$ cat config.mk
export PLATFORM = sky130hd
export DESIGN_NAME = fifo_pair_irq
export DESIGN_NICKNAME = d
export VERILOG_FILES = /design/src/rtl/fpi_pkg.sv /design/src/rtl/fpi_byte_queue.sv /design/src/rtl/fpi_irq_regs.sv /design/src/rtl/fifo_pair_irq.sv
export SDC_FILE = /design/constraint.sdc
export NUM_CORES = 1
export LEC_CHECK = 0
export BUFFER_PORTS_ARGS = -buffer_cell sky130_fd_sc_hd__buf_2
export CAP_MARGIN = 30
export CORE_UTILIZATION = 55
export DETAILED_ROUTE_END_ITERATION = 12
export PLACE_DENSITY = 0.78
export SLEW_MARGIN = 20
export SYNTH_ARGS = -nofsm -noshare
export SYNTH_HDL_FRONTEND = slang
export SYNTH_SLANG_ARGS = --single-unit
export TNS_END_PERCENT = 50
$ cat constraint.sdc
create_clock -name clk -period 4.5 [get_ports clk]
set_input_delay 0.9 -clock clk [delete_from_list [all_inputs] [get_ports clk]]
set_output_delay 0.9 -clock clk [all_outputs]
set_load 0.01 [all_outputs]
$ cat src/rtl/fpi_pkg.sv
package fpi_pkg;
  localparam int VEC_W = 32;

  localparam int BIT_TX_EMPTY    = 0;
  localparam int BIT_TX_LOW      = 1;
  localparam int BIT_TX_FULL     = 2;
  localparam int BIT_TX_OVR      = 3;
  localparam int BIT_RX_EMPTY    = 4;
  localparam int BIT_RX_HIGH     = 5;
  localparam int BIT_RX_FULL     = 6;
  localparam int BIT_DONE_STOP   = 19;
  localparam int BIT_ARB_LOST    = 24;
  localparam int BIT_BUS_ERR     = 25;
  localparam int BIT_DONE_NOSTOP = 28;

  localparam logic [VEC_W-1:0] CLEARABLE  = 32'h131F_007F;
  localparam logic [VEC_W-1:0] MASK_AVAIL = 32'h1FFF_FFFF;
  localparam logic [VEC_W-1:0] STICKY_SET =
      (32'h1 << BIT_TX_OVR) | (32'h1 << BIT_DONE_STOP) | (32'h1 << BIT_ARB_LOST) |
      (32'h1 << BIT_BUS_ERR) | (32'h1 << BIT_DONE_NOSTOP);
endpackage

$ cat src/rtl/fpi_byte_queue.sv
module fpi_byte_queue #(
  parameter int W     = 8,
  parameter int DEPTH = 16,
  localparam int AW   = (DEPTH > 1) ? $clog2(DEPTH) : 1,
  localparam int CW   = $clog2(DEPTH + 1)
) (
  input  logic          clk,
  input  logic          rst_n,
  input  logic          push_i,
  input  logic [W-1:0]  push_data_i,
  input  logic          pop_i,
  output logic [W-1:0]  head_o,
  output logic [CW-1:0] count_o,
  output logic          full_o,
  output logic          empty_o,
  input  logic          flush_req_i,
  output logic          flush_busy_o
);
  logic [W-1:0]  mem [DEPTH];
  logic [AW-1:0] wr_ptr, rd_ptr;
  logic [CW-1:0] count_q;
  logic          busy_q;
  logic          drain, do_pop;
  logic [AW-1:0] wr_nxt, rd_nxt;

  assign empty_o      = (count_q == '0);
  assign full_o       = (count_q == CW'(DEPTH));
  assign count_o      = count_q;
  assign flush_busy_o = busy_q;
  assign head_o       = empty_o ? '0 : mem[rd_ptr];
  assign drain        = busy_q && !empty_o;
  assign do_pop       = pop_i || drain;

  generate
    if ((DEPTH & (DEPTH - 1)) == 0) begin : g_pow2
      assign wr_nxt = wr_ptr + 1'b1;
      assign rd_nxt = rd_ptr + 1'b1;
    end else begin : g_wrap
      assign wr_nxt = (wr_ptr == AW'(DEPTH - 1)) ? '0 : wr_ptr + 1'b1;
      assign rd_nxt = (rd_ptr == AW'(DEPTH - 1)) ? '0 : rd_ptr + 1'b1;
    end
  endgenerate

  always_ff @(posedge clk) begin
    if (push_i) mem[wr_ptr] <= push_data_i;
  end

  always_ff @(posedge clk or negedge rst_n) begin
    if (!rst_n) begin
      wr_ptr  <= '0;
      rd_ptr  <= '0;
      count_q <= '0;
      busy_q  <= 1'b0;
    end else begin
      if (push_i) wr_ptr <= wr_nxt;
      if (do_pop) rd_ptr <= rd_nxt;
      count_q <= count_q + CW'(push_i) - CW'(do_pop);
      if (busy_q) begin
        if (empty_o) busy_q <= 1'b0;
      end else if (flush_req_i) begin
        busy_q <= 1'b1;
      end
    end
  end

  assert_no_overflow_R2: assert property (@(posedge clk) disable iff (!rst_n)
    full_o |-> !push_i);
  assert_no_underflow_R3: assert property (@(posedge clk) disable iff (!rst_n)
    empty_o |-> !pop_i);
  assert_flush_drain_R9: assert property (@(posedge clk) disable iff (!rst_n)
    (busy_q && !empty_o) |=> (count_q == $past(count_q) - 1'b1));
  assert_flush_end_R9: assert property (@(posedge clk) disable iff (!rst_n)
    (busy_q && empty_o) |=> !busy_q);
endmodule

$ cat src/rtl/fpi_irq_regs.sv
module fpi_irq_regs
  import fpi_pkg::*;
#(
  parameter int CW = 5,
  parameter int TW = 4,
  parameter int DEPTH = 16
) (
  input  logic             clk,
  input  logic             rst_n,
  input  logic [CW-1:0]    tx_count_i,
  input  logic [CW-1:0]    rx_count_i,
  input  logic [TW-1:0]    tx_thr_i,
  input  logic [TW-1:0]    rx_thr_i,
  input  logic [VEC_W-1:0] evt_i,
  input  logic             mask_we_i,
  input  logic [VEC_W-1:0] mask_wdata_i,
  input  logic             clr_we_i,
  input  logic [VEC_W-1:0] clr_wdata_i,
  output logic [VEC_W-1:0] raw_o,
  output logic [VEC_W-1:0] mask_o,
  output logic [VEC_W-1:0] masked_o,
  output logic             irq_o
);
  logic [VEC_W-1:0] sticky_q, mask_q, level, clr_vec;

  always_comb begin
    level = '0;
    level[BIT_TX_EMPTY] = (tx_count_i == '0);
    level[BIT_TX_LOW]   = (tx_count_i <= CW'(tx_thr_i));
    level[BIT_TX_FULL]  = (tx_count_i == CW'(DEPTH));
    level[BIT_RX_EMPTY] = (rx_count_i == '0);
    level[BIT_RX_HIGH]  = (rx_count_i >= CW'(rx_thr_i));
    level[BIT_RX_FULL]  = (rx_count_i == CW'(DEPTH));
  end

  assign clr_vec = clr_we_i ? (clr_wdata_i & CLEARABLE) : '0;

  always_ff @(posedge clk or negedge rst_n) begin
    if (!rst_n) begin
      sticky_q <= '0;
      mask_q   <= '0;
    end else begin
      sticky_q <= (sticky_q & ~clr_vec) | (evt_i & STICKY_SET);
      if (mask_we_i) mask_q <= mask_wdata_i & MASK_AVAIL;
    end
  end

  assign raw_o    = level | sticky_q;
  assign mask_o   = mask_q;
  assign masked_o = raw_o & mask_q;
  assign irq_o    = |masked_o;

  assert_sticky_hold_R6: assert property (@(posedge clk) disable iff (!rst_n)
    ((sticky_q & ~clr_vec) != '0) |=> (($past(sticky_q & ~clr_vec) & ~sticky_q) == '0));
  assert_event_latch_R7: assert property (@(posedge clk) disable iff (!rst_n)
    ((evt_i & STICKY_SET) != '0) |=> ((sticky_q & $past(evt_i & STICKY_SET)) == $past(evt_i & STICKY_SET)));
  assert_mask_reserved_R8: assert property (@(posedge clk) disable iff (!rst_n)
    mask_we_i |=> (mask_o[31:29] == 3'b000));
endmodule

$ cat src/rtl/fifo_pair_irq.sv
module fifo_pair_irq
  import fpi_pkg::*;
#(
  parameter int DEPTH = 16,
  parameter int DW    = 8,
  parameter int TW    = 4
) (
  input  logic          clk,
  input  logic          rst_n,
  input  logic          host_tx_valid,
  output logic          host_tx_ready,
  input  logic [DW-1:0] host_tx_data,
  output logic          host_rx_valid,
  input  logic          host_rx_ready,
  output logic [DW-1:0] host_rx_data,
  output logic          eng_tx_valid,
  input  logic          eng_tx_ready,
  output logic [DW-1:0] eng_tx_data,
  input  logic          eng_rx_valid,
  output logic          eng_rx_ready,
  input  logic [DW-1:0] eng_rx_data,
  input  logic          evt_done_stop,
  input  logic          evt_arb_lost,
  input  logic          evt_bus_err,
  input  logic          evt_done_nostop,
  input  logic [TW-1:0] tx_thresh,
  input  logic [TW-1:0] rx_thresh,
  input  logic          flush_tx_req,
  input  logic          flush_rx_req,
  output logic          flush_tx_busy,
  output logic          flush_rx_busy,
  input  logic          mask_we,
  input  logic [31:0]   mask_wdata,
  output logic [31:0]   mask_q,
  input  logic          clr_we,
  input  logic [31:0]   clr_wdata,
  output logic [31:0]   raw_status,
  output logic [31:0]   masked_status,
  output logic          irq
);
  localparam int CW = $clog2(DEPTH + 1);

  logic [CW-1:0] tx_cnt, rx_cnt;
  logic tx_full, tx_empty, rx_full, rx_empty;
  logic any_busy, tx_push, tx_pop, rx_push, rx_pop, overrun;
  logic [VEC_W-1:0] evt;

  assign any_busy      = flush_tx_busy || flush_rx_busy;
  assign host_tx_ready = !any_busy && !tx_full;
  assign eng_tx_valid  = !any_busy && !tx_empty;
  assign eng_rx_ready  = !any_busy && !rx_full;
  assign host_rx_valid = !any_busy && !rx_empty;
  assign tx_push       = host_tx_valid && host_tx_ready;
  assign tx_pop        = eng_tx_valid && eng_tx_ready;
  assign rx_push       = eng_rx_valid && eng_rx_ready;
  assign rx_pop        = host_rx_valid && host_rx_ready;
  assign overrun       = host_tx_valid && !any_busy && tx_full;

  always_comb begin
    evt = '0;
    evt[BIT_TX_OVR]      = overrun;
    evt[BIT_DONE_STOP]   = evt_done_stop;
    evt[BIT_ARB_LOST]    = evt_arb_lost;
    evt[BIT_BUS_ERR]     = evt_bus_err;
    evt[BIT_DONE_NOSTOP] = evt_done_nostop;
  end

  fpi_byte_queue #(.W(DW), .DEPTH(DEPTH)) u_txq (
    .clk(clk), .rst_n(rst_n),
    .push_i(tx_push), .push_data_i(host_tx_data),
    .pop_i(tx_pop), .head_o(eng_tx_data),
    .count_o(tx_cnt), .full_o(tx_full), .empty_o(tx_empty),
    .flush_req_i(flush_tx_req), .flush_busy_o(flush_tx_busy)
  );

  fpi_byte_queue #(.W(DW), .DEPTH(DEPTH)) u_rxq (
    .clk(clk), .rst_n(rst_n),
    .push_i(rx_push), .push_data_i(eng_rx_data),
    .pop_i(rx_pop), .head_o(host_rx_data),
    .count_o(rx_cnt), .full_o(rx_full), .empty_o(rx_empty),
    .flush_req_i(flush_rx_req), .flush_busy_o(flush_rx_busy)
  );

  fpi_irq_regs #(.CW(CW), .TW(TW), .DEPTH(DEPTH)) u_irq (
    .clk(clk), .rst_n(rst_n),
    .tx_count_i(tx_cnt), .rx_count_i(rx_cnt),
    .tx_thr_i(tx_thresh), .rx_thr_i(rx_thresh),
    .evt_i(evt),
    .mask_we_i(mask_we), .mask_wdata_i(mask_wdata),
    .clr_we_i(clr_we), .clr_wdata_i(clr_wdata),
    .raw_o(raw_status), .mask_o(mask_q), .masked_o(masked_status), .irq_o(irq)
  );

  assert_stall_R10: assert property (@(posedge clk) disable iff (!rst_n)
    any_busy |-> (!host_tx_ready && !host_rx_valid && !eng_tx_valid && !eng_rx_ready));
  assert_overrun_drop_R5: assert property (@(posedge clk) disable iff (!rst_n)
    (overrun && !tx_pop) |=> (tx_cnt == $past(tx_cnt)));
endmodule

==> summary.md <==
| Metric | Value |
|---|---|
| Setup bufs post-CTS | `0` |
| Hold Vio Cnt, Final | `0` |
| CTS max path bufs | `3` |
| Final hold slack | `291 ps` |
| Status | `finished, final reports clean` |
| Vias in the first global route | `7490` |
| Prevailing post-synth register cell | `edfxtp_1` |
| CP Class | `flop to output port` |
| Initial Util | `55.9%` |
| Clk_lat worst skew | `510 ps` |
| Largest area contributor in the synthesized netlist | `edfxtp_1` |
| Starting DRT DRC Count | `555` |
| Setup_tns | `0 ps` |
| Hpwl dp | `17700 microns` |
| Post-CTS sizing | `0` |
| Tot Pwr | `8.92 mW` |
| HP Class | `input pin to asynchronous set/reset pin` |
| First-pass GRT wire length | `41600 microns` |
| DIE AREA | `26100 sq um` |
| Die height | `162 microns` |
| Input/output buffers | `163` |
| Synthesis-to-layout area growth | `14.3%` |
| Initial antenna violation count | `0` |
| Fmax achieved | `0.275 GHz` |
| Final min period | `3630 ps` |
| Gp weighted congestion | `0.753` |
| Max-slew headroom | `44.3%` |
| Die X | `162 microns` |
| # DRC | `0` |
| # diodes | `0` |
| Num rows | `58` |
| Worst Tran Pin Value | `835 ps` |
| Top-area cell type share of the netlist area | `54.8%` |
| Vias per cell | `5.59` |
| Mean post-synth cell area | `18.1 sq um` |
| Area of the core | `25100 sq um` |
| Clk root buf | `clkbuf_16` |
| Vias post-DR | `7256` |
| Fraction of registers with async set/reset | `22.0%` |
| Library cells used by synthesis | `52` |
| Total Routing Usage GR | `21.1%` |
| Synth Cell Area | `14000 sq um` |
| Synth area leaders | `edfxtp_1 (55%), dfrtp_1 (13%), mux4_2 (6.9%), mux4_1 (3.9%), ha_1 (2.7%)` |
| Final worst-path cycle share | `80.7%` |
| Synth warn | `0` |
| Pwr/cell area | `557 nW/um^2` |
| Routed wire length | `26800 microns` |
| Most common cell after layout, fill and taps aside | `edfxtp_1` |
| CTS HTree Levels | `2` |
| Slew Limit Fails | `0` |
| CTS sink cnt | `328` |
| Ports | `221` |
| Syn Inst Count | `776` |
| CTS tree | `built` |
| Startpoint type of the worst setup path | `flop` |
| Dpl cell area | `14900 sq um` |
| Cells after DPL | `1235` |
| Avg WL per Cell | `20.6 microns` |
| Largest net degree at the start of global routing | `73` |
| Fraction of layout cells with a size suffix above 1 | `32.4%` |
| Post-route cell area | `16000 sq um` |
| Pre-CTS WS | `1290 ps` |
| Worst Path Max Fanout | `18` |
| Nets@finish | `1076` |
| Global route overflow | `0` |
| Sequential cell area fraction in the yosys report | `67.6%` |
| Post-synth EDFFs | `256` |
| CP Capture Type | `output port` |
| Peak supply drop | `0.388 mV` |
| Final worst slack | `867 ps` |
| Final core occ | `63.9%` |
| Hold_buf cts | `0` |
| Worst setup skew after layout | `16.4 ps` |
| Setup Viol. Count Final | `0` |
| Most frequent cells in the layout | `edfxtp_1 (256), buf_2 (162), dfrtp_1 (69)` |
| Seq cells post-synth | `328` |
| Unrepaired setup endpoints after global routing | `no` |
| Antenna violation net count after detailed routing | `0` |
| Crit path required time | `3600 ps` |
| WP data arrival | `2730 ps` |
| Clock buffer count from CTS | `34` |
| Leakage power | `6.22 nW` |
| Clk slew on worst S/H paths | `60 ps` |
| Drt pass-1 iters | `5` |
| Final std cells w/o fill | `1297` |
| Max cap viols | `0` |
| Fill count | `1748` |
synth_stat cells, types with 2 or more instances:
cell type,number
a21boi_0,11
a21o_1,6
a21oi_1,8
a21oi_2,2
a22oi_1,3
and2_1,41
buf_2,12
buf_4,46
buf_6,6
buf_8,2
clkbuf_1,9
dfrtp_1,72
edfxtp_1,256
fa_1,2
ha_1,30
inv_1,28
inv_2,2
mux2_2,31
mux2i_1,32
mux4_1,21
mux4_2,43
nand2_1,13
nand2b_1,5
nand3b_4,2
nand4_1,5
nor2_1,7
nor3_1,8
nor3b_2,4
nor4b_4,2
o21a_1,4
o21ai_0,4
o22ai_1,16
or2_2,6
xnor2_1,14
xor2_1,6
final cells by class:
cell class,instances,area [sq um],share of cell area (%)
clock buffers,44,910,5.67
clock inverters,17,165,1.03
inverters,30,113,0.702
multi-input cells,378,4020,25.1
flip-flops and latches,328,9490,59.2
well taps,330,413,2.58
repair buffers,170,918,5.73
metal layers:
| metal | GRT usage [%] | wire length (microns) | part of all wire [%] |
|---|---|---|---|
| met5 | 0 | 0 | 0 |
| met4 | 4.55 | 351 | 1.3 |
| met2 | 35.7 | 13400 | 50 |
| met1 | 29.3 | 11800 | 44 |
| met3 | 3.19 | 1260 | 4.7 |
registers in the layout, summed over array words and instances, names as in the netlist:
name                cells
u_rxq.mem             128
u_txq.mem             128
u_irq.mask_o           29
u_irq.sticky_q         15
u_rxq.count_o           5
u_txq.count_o           5
u_rxq.rd_ptr            4
u_rxq.wr_ptr            4
u_txq.rd_ptr            4
u_txq.wr_ptr            4
u_rxq.flush_busy_o      1
u_txq.flush_busy_o      1
report_power, final:
part / internal, mW / switching [mW] / total [mW]
Combinational: 1.26 / 1.18 / 2.45
Sequential: 3.43 / 0.375 / 3.80
Clock: 1.56 / 1.12 / 2.68
critical path, stage by stage, from the launching register on:
cell     delay [ps]
dfrtp_2         720
buf_4           310
mux4_1          620
mux2i_1         230
o22ai_1         160
buf_2           180
path summary, 6_finish.rpt:
kind	startpoint	endpoint	slack, ps	depth (start not counted)
max	u_txq.rd_ptr[0]	eng_tx_data[3]	870	5
min	rst_n	u_irq.sticky_q[0]	290	1
max reg2reg	u_txq.count_o[2]	u_txq.count_o[4]	1600	12
min reg2reg	u_irq.mask_o[8]	u_irq.mask_o[8]	500	1
max in group asynchronous	rst_n	u_rxq.rd_ptr[0]	3630	2
min in group clk	u_irq.mask_o[8]	u_irq.mask_o[8]	500	1
cell families (layout without fill, tap and decap cells):
logic type,Yosys count,count (layout),synth area share [%]
compound gates,59,59,2.88
fa+ha+maj,32,32,2.96
mux,127,127,15.6
buf+inv,106,261,4.66
simple gates,103,103,4.98
other cells,1,37,0.0267
flops,328,328,67.6
xor+xnor,20,20,1.25
No activity file was read; power rests on OpenSTA's default activity.
